**config.mk**
```make
export PLATFORM = sky130hd
export DESIGN_NAME = cic_comb_cascade
export DESIGN_NICKNAME = d
export VERILOG_FILES = /design/src/rtl/cic_comb_pkg.sv /design/src/rtl/comb_order_dec.sv /design/src/rtl/comb_stage.sv /design/src/rtl/comb_round.sv /design/src/rtl/cic_comb_cascade.sv
export SDC_FILE = /design/constraint.sdc
export NUM_CORES = 1
export LEC_CHECK = 0
export ABC_AREA = 1
export BUFFER_PORTS_ARGS = -buffer_cell sky130_fd_sc_hd__buf_2
export CAP_MARGIN = 20
export CORE_MARGIN = 2
export CORE_UTILIZATION = 30
export DETAILED_ROUTE_END_ITERATION = 6
export PLACE_DENSITY = 0.48
export SETUP_SLACK_MARGIN = 0.15
export SLEW_MARGIN = 10
export SYNTH_ARGS = -nofsm -noshare
export SYNTH_HDL_FRONTEND = slang
export SYNTH_SLANG_ARGS = --single-unit
export TNS_END_PERCENT = 5
```
**constraint.sdc**
```tcl
create_clock -name clk -period 7.5 [get_ports clk]
set_input_delay 0.375 -clock clk [delete_from_list [all_inputs] [get_ports clk]]
set_output_delay 0.375 -clock clk [all_outputs]
set_load 0.05 [all_outputs]
```
**src/rtl/cic_comb_pkg.sv**
```systemverilog
package cic_comb_pkg;

  localparam int NSTAGE = 5;
  localparam int IN_W   = 26;
  localparam int OUT_W  = 16;

  // width of chain node k (node 0 is the input, node k the output of stage k)
  function automatic int node_w(int k);
    case (k)
      0, 1:    return 26;
      2:       return 24;
      3:       return 23;
      4:       return 21;
      default: return 19;
    endcase
  endfunction

  // bit offset of node k inside the packed chain bus
  function automatic int node_off(int k);
    int s;
    s = 0;
    for (int i = 0; i < k; i++) s += node_w(i);
    return s;
  endfunction

endpackage

```
**src/rtl/comb_order_dec.sv**
```systemverilog
module comb_order_dec #(
  parameter int ORD_W  = 3,
  parameter int NSTAGE = 5
) (
  input  logic [ORD_W-1:0]  order,
  input  logic              bypass,
  output logic [NSTAGE:1]   stage_en
);

  always_comb begin
    for (int k = 1; k <= NSTAGE; k++) begin
      stage_en[k] = !bypass && (32'(order) >= k);
    end
  end

endmodule

```
**src/rtl/comb_stage.sv**
```systemverilog
module comb_stage #(
  parameter int SRC_W = 26,
  parameter int DST_W = 24
) (
  input  logic             clk,
  input  logic             rst_n,
  input  logic             stb,
  input  logic             en,
  input  logic [SRC_W-1:0] din,
  output logic [DST_W-1:0] dout
);

  localparam int DROP = SRC_W - DST_W;

  logic [SRC_W-1:0] dly_q;
  logic [SRC_W-1:0] dly_d;
  logic [SRC_W-1:0] dly_eff;
  logic [SRC_W-1:0] diff;

  // next-state: cleared while disabled, loaded on strobe
  always_comb begin
    if (!en)      dly_d = '0;
    else if (stb) dly_d = din;
    else          dly_d = dly_q;
  end

  always_ff @(posedge clk or negedge rst_n) begin
    if (!rst_n) dly_q <= '0;
    else        dly_q <= dly_d;
  end

  assign dly_eff = en ? dly_q : '0;
  assign diff    = din - dly_eff;

  generate
    if (DROP > 0) begin : g_trunc
      logic unused_lsb;
      assign unused_lsb = ^diff[DROP-1:0];
      assign dout = diff[SRC_W-1:DROP];
    end else begin : g_full
      assign dout = diff;
    end
  endgenerate

  // a disabled stage holds zero history
  a_r4_disabled_clear: assert property (@(posedge clk) disable iff (!rst_n)
    !en |=> (dly_q == '0));

  // strobe on an enabled stage captures the current input
  a_r2_capture: assert property (@(posedge clk) disable iff (!rst_n)
    (stb && en) |=> (dly_q == $past(din)));

endmodule

```
**src/rtl/comb_round.sv**
```systemverilog
module comb_round #(
  parameter int IN_W  = 19,
  parameter int OUT_W = 16
) (
  input  logic [IN_W-1:0]  din,
  output logic [OUT_W-1:0] dout
);

  localparam int DROP = IN_W - OUT_W;
  localparam logic [IN_W:0] HALF = (IN_W+1)'(1) << (DROP-1);

  logic [IN_W:0]  sum;
  logic [OUT_W:0] q;
  logic           unused_lsb;

  assign sum        = {din[IN_W-1], din} + HALF;
  assign q          = sum[IN_W:DROP];
  assign unused_lsb = ^sum[DROP-1:0];

  always_comb begin
    if (q[OUT_W] != q[OUT_W-1])
      dout = q[OUT_W] ? {1'b1, {(OUT_W-1){1'b0}}} : {1'b0, {(OUT_W-1){1'b1}}};
    else
      dout = q[OUT_W-1:0];
  end

endmodule

```
**src/rtl/cic_comb_cascade.sv**
```systemverilog
module cic_comb_cascade
  import cic_comb_pkg::*;
#(
  parameter int ORD_W = 3
) (
  input  logic              clk,
  input  logic              rst_n,
  input  logic              dec_stb,
  input  logic [IN_W-1:0]   din,
  input  logic [ORD_W-1:0]  order,
  input  logic              bypass,
  output logic [OUT_W-1:0]  dout
);

  localparam int BUS_W = node_off(NSTAGE + 1);
  localparam int RES_W = node_w(NSTAGE);

  logic [BUS_W-1:0]  node_bus;
  logic [NSTAGE:1]   stage_en;
  logic [OUT_W-1:0]  rnd;
  logic [OUT_W-1:0]  dout_q;
  logic [OUT_W-1:0]  dout_d;

  comb_order_dec #(.ORD_W(ORD_W), .NSTAGE(NSTAGE)) u_dec (
    .order    (order),
    .bypass   (bypass),
    .stage_en (stage_en)
  );

  assign node_bus[node_w(0)-1:0] = din;

  generate
    for (genvar k = 1; k <= NSTAGE; k++) begin : g_stage
      comb_stage #(.SRC_W(node_w(k-1)), .DST_W(node_w(k))) u_stage (
        .clk   (clk),
        .rst_n (rst_n),
        .stb   (dec_stb),
        .en    (stage_en[k]),
        .din   (node_bus[node_off(k-1) +: node_w(k-1)]),
        .dout  (node_bus[node_off(k) +: node_w(k)])
      );
    end
  endgenerate

  comb_round #(.IN_W(RES_W), .OUT_W(OUT_W)) u_round (
    .din  (node_bus[node_off(NSTAGE) +: RES_W]),
    .dout (rnd)
  );

  always_comb begin
    dout_d = dec_stb ? rnd : dout_q;
  end

  always_ff @(posedge clk or negedge rst_n) begin
    if (!rst_n) dout_q <= '0;
    else        dout_q <= dout_d;
  end

  assign dout = dout_q;

  // output holds between strobes
  a_r8_hold: assert property (@(posedge clk) disable iff (!rst_n)
    !dec_stb |=> $stable(dout));

  // bypass disables every stage
  a_r5_bypass_all_off: assert property (@(posedge clk) disable iff (!rst_n)
    bypass |-> (stage_en == '0));

endmodule

```
==> results of run 1 <==
-- cell type report --
cell class,count,area share
multi-input combinational,1280,0.490
sequential,136,0.204
clock buffer,18,0.0263
inverter,172,0.0391
timing repair buffer,432,0.192
tap,518,0.0388
clock inverter,14,0.0105
-- sequential cells by signal, summed over array words and instances, names as in the netlist --
register	flops
g_stage.u_stage.dly_q	120
dout	16
-- timing repair --
action | in CTS | in global routing
pin swaps | 28 | 57
cloned | 0 | 1
hold buffers | 1 | 0
endpoints found under the hold margin | 9 | 0
gates resized for setup | 35 | 97
setup buffers | 10 | 14
endpoints found under the setup margin | 16 | 17
-- Yosys cell counts, types with 4 or more instances --
cell type / count
nor3_1: 16
xor2_1: 69
nand4_1: 8
inv_1: 157
o21bai_1: 9
nand2_2: 13
o21ai_1: 4
nand2_1: 498
nor2_1: 83
o22ai_1: 12
nand3_2: 10
a21o_1: 6
ha_1: 112
dfrtp_1: 136
a21oi_1: 139
o21ai_2: 11
nor4_1: 5
xor2_2: 4
nand3b_1: 5
a31oi_1: 8
a22o_1: 36
nor2_2: 4
nand2_4: 4
o211ai_1: 5
xnor2_1: 27
inv_2: 12
nand3_1: 69
o21ai_0: 93
clkbuf_1: 32
-- critical path, delay by kind of cell, from the launching register on --
family          cells  cell delay, ns
flops               1            0.37
fa+ha+maj           6            1.65
simple gates       24            2.40
compound gates     10            1.52
buf+inv            12            1.30
xor+xnor            4            0.68
-- metrics by stage --
| stage | hold WS, ns | TNS, ns | util | setup WS (ns) |
|---|---|---|---|---|
| final | 0.178 | -7.45 | 0.435 | -0.525 |
| after global routing | 0.174 | -16.74 | 0.435 | -1.10 |
| after global placement | 0.460 | -17.76 | 0.396 | -1.15 |
| after detailed placement | 0.460 | -20.15 | 0.396 | -1.32 |
| after CTS | 0.151 | -9.07 | 0.419 | -0.612 |
| after floorplan | 0.0794 | -3.14 | - | -0.247 |
-- metal layers --
layer | global-route usage | up-vias | wire, µm
met3 | 0.0263 | 33 | 854
met5 | 0 | - | 0
met1 | 0.209 | 5419 | 15300
li1 | - | 6196 | -
met2 | 0.322 | 121 | 17300
met4 | 0.0415 | 0 | 452
-- kinds of logic after synthesis --
logic type / synth area share
compound gates: 0.174
xor+xnor: 0.0791
fa+ha+maj: 0.124
buf+inv: 0.0687
flops: 0.292
simple gates: 0.263
-- path summary, 6_finish.rpt --
path | slack [ns] | to | cells after the start | start
worst min register to register | 0.48 | dout[5] | 2 | dout[5]
worst max-delay path | -0.52 | dout[8] | 56 | g_stage[1].u_stage.dly_q[0]
min in group asynchronous | 0.54 | g_stage[5].u_stage.dly_q[5] | 2 | rst_n
worst min-delay path | 0.18 | g_stage[1].u_stage.dly_q[6] | 3 | din[6]
max in group asynchronous | 5.56 | g_stage[1].u_stage.dly_q[24] | 3 | rst_n
worst max register to register | -0.52 | dout[8] | 56 | g_stage[1].u_stage.dly_q[0]
==> impl_results.md, run 1 <==
- Worst-path maximum fanout: 8
- Post-synth top area cell: dfrtp_1
- Worst-Margin Slew: 0.915 ns
- Clk slew on worst S/H paths: 0.06 ns
- WP data arrival: 8.36 ns
- Outcome: finished, violations left
- Crit path max-delay cell type: fa_2
- Proportion of layout cells with a drive suffix above 1: 0.319
- Worst endpoint required time: 7.84 ns
- Post-route clock period utilization: 1.07
- Pins Over Slew Limit: 0
- Initial Util: 0.303
- Final Hold Vio Count: 0
- Placed Cells: 2511
- DRC viols: 0
- Initial antenna violation count: 0
- Startpoint types: flip-flop
- Clk_skew: 0.00896 ns
- Post-DP Area: approximately 15000 µm²
- GRT overflow: 0
- Number of CTS-inserted buffers: 17
- Die Ht: ~200 µm
- Most frequent cells in the layout: 471 x nand2_1, 377 x buf_4, 153 x inv_1, 136 x dfrtp_1, 110 x a21oi_1
- Via/cell ratio: 4.58
- Yosys top cell area share: 0.292
- Fillers: 3965
- Mapped Cells: about 1600
- EDFF count, synth: 0
- Post-Syn Area: 11700 µm²
- Top cells by area, synth: dfrtp_1 29%, nand2_1 16%, ha_1 12%, a21oi_1 6.0%, xor2_1 5.2%
- Area grow syn2layout: 43.5%
- Hold crit path type: in -> reg
- Drt wl/cell: 13.2 µm
- Max stage delay on crit path: slightly above 0.4 ns
- All-Layer GR Usage: 0.174
- Port bufs: 48
- Fin cells: 2570
- Syn nets: approximately 1800
- First-pass DRT Iterations: 5
- Antenna Nets Post-Route: 0
- Row cnt: between 70 and 80
- First-pass GRT wire length: 57600 µm
- Die area: 40400 µm²
- Maximum clock frequency: 125 MHz
- Top FF cell, synth: dfrtp_1
- TritonCTS Sinks: 136
- Commonest non-fill, non-tap cell in the layout: nand2_1
- Ant. Diodes: 0
- Max-cap viol count: 0
- Critical path class: reg -> reg
- H-tree level count: 4
- Post-Route WL: 33900 µm
- Yosys Warn Count: 0
- Worst Setup End Kind: flip-flop
- 1st-iter DRT viols: 395
- Flops & latches, synth: 136
- Most common cell on crit path: nand2_2
- Largest net degree at the start of global routing: 78
- Setup-failing EPs final: 16
- Synth cell types: 50
- Die Width: 201 µm
- DR vias: about 12000
- Fraction of registers with async set/reset: 1.00
- Failing checks: setup timing
- Layout Nets: about 2200
- Final instance area: 16700 µm²
- Vias in the first global route: 12165
- I/O Pins: 49
- Worst-case clock buffer depth: 2
- CTS root buf: clkbuf_16
- CTS tree: yes
- Sequential fraction of the synthesis area: 0.292
- Post-DP HPWL: 26700 µm
- Routability cong.: 0.837
- RSZ-0062 raised after global routing: true
- Avg Cell Area, Syn: 7.17 µm²
- Reg area: 3400 µm²
- Tmin final: 8.02 ns
- Multi-input gate area: 8200 µm²
- Skew-Pair Late Insertion Delay: around 0.45 ns
- Final WS setup: -0.525 ns
- Core footprint: 38500 µm²
- Slew HR: 0.389
Power of run 1 is not shown: default switching activity piles up to over one toggle a cycle in this logic, so the estimate is an artifact.
==> run 2: changes to the inputs <==
--- a/config.mk
+++ b/config.mk
@@ -5,13 +5,13 @@
 export SDC_FILE = /design/constraint.sdc
 export NUM_CORES = 1
 export LEC_CHECK = 0
-export ABC_AREA = 1
 export BUFFER_PORTS_ARGS = -buffer_cell sky130_fd_sc_hd__buf_2
 export CAP_MARGIN = 20
 export CORE_MARGIN = 2
-export CORE_UTILIZATION = 30
+export CORE_UTILIZATION = 55
+export CTS_CLUSTER_DIAMETER = 40
 export DETAILED_ROUTE_END_ITERATION = 6
-export PLACE_DENSITY = 0.48
+export PLACE_DENSITY = 0.77
 export SETUP_SLACK_MARGIN = 0.15
 export SLEW_MARGIN = 10
 export SYNTH_ARGS = -nofsm -noshare
==> impl_results.md, run 2 <==
- I/O Pins: 49 (unchanged)
- Setup-failing EPs final: 17 (+1)
- CTS tree: yes
- Proportion of layout cells with a drive suffix above 1: 0.264 (-0.0545)
- Worst reg-to-reg setup slack: -1.07 ns (-0.55 ns)
- Outcome: finished, violations left
- Placed Cells: 1780 (-29%)
- CTS root buf: clkbuf_16
- Commonest non-fill, non-tap cell in the layout: buf_4
- Register bank with the most flops: g_stage.u_stage.dly_q
- DR vias: 9935 (-16%)
- First-pass DRT Iterations: 5 (unchanged)
- Worst-Margin Slew: 1.03 ns (+0.112 ns)
- Yosys Warn Count: 0 (unchanged)
- Mapped Cells: 1258 (-23%)
- Final Hold Vio Count: 0 (unchanged)
- Drt wl/cell: 14.6 µm (+11%)
- Largest net degree at the start of global routing: 91 (+17%)
- DRC viols: 0 (unchanged)
- Worst-path maximum fanout: 5 (-3)
- Clk_skew: 0.00870 ns (-0.000260 ns)
- Die area: 21100 µm² (-48%)
- Port bufs: 48 (unchanged)
- Synth cell types: 71 (+42%)
- Via/cell ratio: 5.47 (+19%)
- Flops & latches, synth: 136 (unchanged)
- Number of CTS-inserted buffers: 17 (unchanged)
- Row cnt: 51 (-29%)
- Startpoint types: flip-flop
- Cell with the most instances after synthesis: nor2_1
- Worst Setup End Kind: flip-flop
- Commonest cells in the netlist: 215 x nor2_1, 157 x nand2_1, 136 x dfrtp_1
- GRT overflow: 0 (unchanged)
- Initial antenna violation count: 0 (unchanged)
- Slew HR: 0.315 (-0.0738)
- Maximum clock frequency: 117 MHz (-6.4%)
- Yosys top cell area share: 0.311 (+0.0186)
- Worst-case clock buffer depth: 2 (unchanged)
- Worst hold path endpoint: g_stage[1].u_stage.dly_q[19]
- Post-Syn Area: 11000 µm² (-6.0%)
- Sequential fraction of the synthesis area: 0.311 (+0.0186)
- RSZ-0062 raised after global routing: true
- Max-cap viol count: 0 (unchanged)
- R2R depth: 46 (-18%)
- Hold crit path type: in -> reg
- Post-Route WL: 26600 µm (-21%)
- Tmin final: 8.57 ns (+0.550 ns)
- TritonCTS Sinks: 136 (unchanged)
- Post-DP HPWL: 18600 µm (-30%)
- First-pass GRT wire length: 47100 µm (-18%)
- Final WS setup: -1.07 ns (-0.550 ns)
- Clk slew on worst S/H paths: 0.06 ns (about the same)
- Top FF cell, synth: dfrtp_1
- Core footprint: 19500 µm² (-49%)
- Post-route clock period utilization: 1.14 (+0.0733)
- Reg2reg start: g_stage[1].u_stage.dly_q[0]
- Fraction of registers with async set/reset: 1.00 (unchanged)
- Syn nets: 1405 (-21%)
- Max FFs per register: 120 (unchanged)
- H-tree level count: 4 (unchanged)
- WP data arrival: 8.89 ns (+0.53 ns)
- Vias in the first global route: 10644 (-13%)
- Top cells by area, synth: dfrtp_1 31%, ha_1 13%, mux2i_1 10%, nor2_1 7.4%, xnor2_1 5.5%
- Critical path class: reg -> reg
- Skew-Pair Late Insertion Delay: 0.43 ns (-0.02 ns)
- Die Width: 145 µm (-28%)
- Initial Util: 0.561 (+0.258)
- Most common cell on crit path: o21a_1
- Routability cong.: 0.858 (+2.5%)
- Fin cells: 1817 (-29%)
- Die Ht: 145 µm (-28%)
- Pins Over Slew Limit: 0 (unchanged)
- EDFF count, synth: 0 (unchanged)
- Max stage delay on crit path: 0.38 ns (-0.03 ns)
- Layout Nets: 1686 (-23%)
- Avg Cell Area, Syn: 8.71 µm² (+21%)
- Number of stages on the worst hold path: 3 (unchanged)
- 1st-iter DRT viols: 506 (+28%)
- Crit path max-delay cell type: dfrtp_1
- Area grow syn2layout: 30.0%
- Worst endpoint required time: 7.81 ns (-0.03 ns)
- Post-synth top area cell: dfrtp_1
- FF-to-FF End: dout[4]
- All-Layer GR Usage: 0.261 (+0.0877)
- Most frequent cells in the layout: 255 x buf_4, 210 x nor2_1, 157 x nand2_1, 136 x dfrtp_1, 113 x mux2i_1
- Failing checks: setup timing
- HP Start: din[19]
- Antenna Nets Post-Route: 0 (unchanged)
- Ant. Diodes: 0 (unchanged)
## run 2: changes by cell type after synthesis, moves of 42 or more
cell	delta
nand2_1	-341
nor2_1	+132
inv_1	-123
mux2i_1	+113
a21oi_1	-86
o21ai_0	-59
nand3_1	-53
xnor2_1	+42
## run 2: routing by layer
| layer | GRT usage | vias up | routed length [µm] |
|---|---|---|---|
| met5 | 0 | - | 0 |
| met4 | 0.0755 | 0 | 427 |
| met3 | 0.0437 | 42 | 697 |
| met2 | 0.495 | 132 | 13900 |
| met1 | 0.301 | 4800 | 11600 |
| li1 | - | 4961 | - |
## run 2: cell type report
| class | instances | area, µm² |
|---|---|---|
| Multi-Input combinational cell | 1045 | 7540 |
| Fill cell | 1389 | 5290 |
| Sequential cell | 136 | 3400 |
| Timing Repair Buffer | 305 | 2200 |
| Clock buffer | 21 | 470 |
| Tap cell | 265 | 332 |
| Clock inverter | 11 | 169 |
| Inverter | 34 | 128 |
## run 2: worst max path at each step
| stage | startpoint | to | slack (ns) | depth (start not counted) |
|---|---|---|---|---|
| 2_1_floorplan | order[0] | dout[13] | -0.76 | 47 |
| 3_3_place_gp | order[0] | dout[0] | -1.15 | 43 |
| 3_5_place_dp | order[0] | dout[0] | -1.42 | 44 |
| 4_1_cts | g_stage[1].u_stage.dly_q[0] | dout[2] | -0.94 | 46 |
| 5_1_grt | g_stage[1].u_stage.dly_q[0] | dout[0] | -1.66 | 44 |
| 6_report | g_stage[1].u_stage.dly_q[0] | dout[4] | -1.07 | 46 |
## run 2: critical path, delay by kind of cell (launching register included)
kind / cells / cell delay (ns)
compound gates: 20 / 3.31
simple gates: 16 / 2.29
fa+ha+maj: 6 / 1.78
buf+inv: 3 / 0.51
flops: 1 / 0.38
xor+xnor: 1 / 0.17
## run 2: cell families (layout without fill, tap and decap cells)
| group | count (synthesis) | after routing | share of synthesized area |
|---|---|---|---|
| buffers and inverters | 77 | 371 | 0.0272 |
| XOR/XNOR | 103 | 103 | 0.0852 |
| AND/OR/NAND/NOR | 477 | 477 | 0.186 |
| adder cells (fa/ha/maj) | 114 | 114 | 0.132 |
| AO/OA/AOI/OAI | 238 | 238 | 0.156 |
| multiplexers | 113 | 113 | 0.103 |
| flip-flops | 136 | 136 | 0.311 |
## run 2: timing repair
action | in CTS | in global routing
setup endpoints to repair | 17 | 18
hold endpoints to repair | 61 | 0
resized for setup | 17 | 12
hold buffers | 1 | 0
pin swaps | 10 | 3
setup buffers | 1 | 2
cloned | 1 | 0
## run 2: stage by stage
step / hold WS, ns / instance area [µm²] / util / TNS (ns) / setup WS (ns)
after detailed placement: 0.409 / 13400 / 0.688 / -22.61 / -1.42
after global routing: 0.221 / 14200 / 0.729 / -26.01 / -1.66
final: 0.204 / 14200 / 0.729 / -16.26 / -1.07
after global placement: 0.403 / 13400 / 0.688 / -17.82 / -1.15
after CTS: 0.204 / 14200 / 0.726 / -14.11 / -0.941
after floorplan: 0.0794 / 11100 / - / -11.58 / -0.759
Power of run 2 is left out for the same reason.
==> run 3: changes to the inputs <==
--- a/config.mk
+++ b/config.mk
@@ -5,12 +5,13 @@
 export SDC_FILE = /design/constraint.sdc
 export NUM_CORES = 1
 export LEC_CHECK = 0
-export BUFFER_PORTS_ARGS = -buffer_cell sky130_fd_sc_hd__buf_2
+export BUFFER_PORTS_ARGS = -buffer_cell sky130_fd_sc_hd__buf_4
 export CAP_MARGIN = 20
 export CORE_MARGIN = 2
 export CORE_UTILIZATION = 55
 export CTS_CLUSTER_DIAMETER = 40
 export DETAILED_ROUTE_END_ITERATION = 6
+export GPL_TIMING_DRIVEN = 0
 export PLACE_DENSITY = 0.77
 export SETUP_SLACK_MARGIN = 0.15
 export SLEW_MARGIN = 10
==> impl_results.md, run 3 (synthesis gave the netlist of run 2 again) <==
- Outcome: finished, violations left
- Failing checks: setup timing
- TritonCTS Sinks: 136 (unchanged)
- Worst hold path endpoint: g_stage[1].u_stage.dly_q[5]
- Worst endpoint required time: 7.81 ns (about the same)
- Clk slew on worst S/H paths: 0.07 ns (about the same)
- Critical path class: in -> reg
- 1st-iter DRT viols: 690 (+36%)
- Commonest non-fill, non-tap cell in the layout: nor2_1
- WP data arrival: 9.31 ns (+0.42 ns)
- Via/cell ratio: 5.84 (+6.8%)
- Skew-Pair Late Insertion Delay: 0.43 ns (about the same)
- Worst-Margin Slew: 1.09 ns (+0.0616 ns)
- Pins Over Slew Limit: 0 (unchanged)
- Port bufs: 48 (unchanged)
- Initial antenna violation count: 0 (unchanged)
- Routability cong.: 0.831 (-3.1%)
- Maximum clock frequency: 111 MHz (-4.8%)
- Max stage delay on crit path: 0.49 ns (+0.11 ns)
- Largest net degree at the start of global routing: 87 (-4.4%)
- Tmin final: 9.00 ns (+0.429 ns)
- Reg2reg start: g_stage[1].u_stage.dly_q[0]
- Drt wl/cell: 17.1 µm (+17%)
- Hold_ws: 0.196 ns (-0.00826 ns)
- Vias in the first global route: 9306 (-13%)
- DRC viols: 0 (unchanged)
- First-pass DRT Iterations: 6 (+1)
- HP Start: din[5]
- Setup-failing EPs final: 17 (unchanged)
- Final WS setup: -1.50 ns (-0.429 ns)
- Max FFs per register: 120 (unchanged)
- All-Layer GR Usage: 0.252 (-0.00955)
- Post-route clock period utilization: 1.20 (+0.0572)
- Die area: 21100 µm² (unchanged)
- Layout Nets: 1512 (-10%)
- Most frequent cells in the layout: 206 x nor2_1, 157 x nand2_1, 136 x dfrtp_1, 112 x mux2i_1, 98 x ha_1
- Fillers: 1471 (+5.9%)
- Max-cap viol count: 0 (unchanged)
- I/O Pins: 49 (unchanged)
- Worst reg-to-reg setup slack: -1.47 ns (-0.40 ns)
- Initial Util: 0.561 (unchanged)
- Number of stages on the worst hold path: 3 (unchanged)
- Post-Route WL: 28000 µm (+5.4%)
- Number of CTS-inserted buffers: 17 (unchanged)
- DR vias: 9590 (-3.5%)
- Register bank with the most flops: g_stage.u_stage.dly_q
- Final Hold Vio Count: 0 (unchanged)
- Startpoint types: input pin
- Area grow syn2layout: 21.8%
- H-tree level count: 4 (unchanged)
- Worst Setup End Kind: flip-flop
- CTS tree: yes
- Slew HR: 0.273 (-0.0425)
- First-pass GRT wire length: 44100 µm (-6.2%)
- FF-to-FF End: dout[1]
- RSZ-0062 raised after global routing: true
- Worst-path maximum fanout: 6 (+1)
- Row cnt: 51 (unchanged)
- R2R depth: 43 (-6.5%)
- Post-DP HPWL: 18600 µm (about the same)
- Die Width: 145 µm (unchanged)
- Worst-case clock buffer depth: 2 (unchanged)
- GRT overflow: 0 (unchanged)
- Proportion of layout cells with a drive suffix above 1: 0.184 (-0.0806)
- Hold crit path type: in -> reg
- Antenna Nets Post-Route: 0 (unchanged)
- Die Ht: 145 µm (unchanged)
- Ant. Diodes: 0 (unchanged)
- Core footprint: 19500 µm² (unchanged)
- CTS root buf: clkbuf_16
- Clk_skew: 0.0104 ns (+0.00169 ns)
- Crit path max-delay cell type: o41a_1
## run 3: changes by cell type in the layout (fill, tap and decap cells not counted), sizes merged
cell      previous run  this run
inv                 35        38
clkinvlp             4         3
bufinv               4         3
buf                304       100
clkbuf              21        50
## run 3: cell type report
cell class	instances	area (µm²)	share of cell area
well taps	265	332	0.0249
clock buffers	20	457	0.0342
clock inverters	12	165	0.0124
plain buffers	42	181	0.0136
repair buffers	89	713	0.0535
inverters	34	128	0.00957
multi-input cells	1045	7960	0.597
flip-flops and latches	136	3400	0.255
## run 3: worst max path at each step
stage                          end      from  depth (start not counted)
after global placement    dout[10]  order[0]                         48
after global routing       dout[8]  order[1]                         49
after CTS                  dout[1]  order[0]                         47
after floorplan           dout[13]  order[0]                         47
after detailed placement   dout[1]  order[2]                         43
final                      dout[1]  order[1]                         46
## run 3: critical path, delay by kind of cell
family,cells,cell delay [ns]
fa+ha+maj,6,1.73
simple gates,9,1.29
compound gates,21,3.87
mux,1,0.17
buf+inv,3,0.46
xor+xnor,6,1.38
## run 3: timing repair
action,in CTS,in global routing
resized for setup,21,93
hold buffers,1,0
pin swaps,20,50
buffers inserted,13,23
endpoints found under the setup margin,17,22
cloned,1,1
endpoints found under the hold margin,50,0
## run 3: metal layers
| metal | GRT usage | vias to the layer above | share of wire |
|---|---|---|---|
| li1 | - | 4611 | - |
| met1 | 0.323 | 4680 | 0.44 |
| met2 | 0.437 | 242 | 0.49 |
| met3 | 0.0440 | 57 | 0.050 |
| met4 | 0.0735 | 0 | 0.023 |
| met5 | 0 | - | 0 |
## run 3: stage by stage
step | cell area [µm²] | setup TNS [ns] | worst slack, ns | std cells | utilization
4_1_cts | 12700 | -20.07 | -1.28 | 1618 | 0.648
3_5_place_dp | 11800 | -33.27 | -2.05 | 1572 | 0.606
2_1_floorplan | 11100 | -11.58 | -0.759 | 1258 | -
3_3_place_gp | 11800 | -30.24 | -1.92 | 1571 | 0.605
5_1_grt | 13300 | -29.24 | -1.80 | 1643 | 0.683
6_report | 13300 | -24.06 | -1.50 | 1643 | 0.683
Power of run 3 is left out for the same reason.
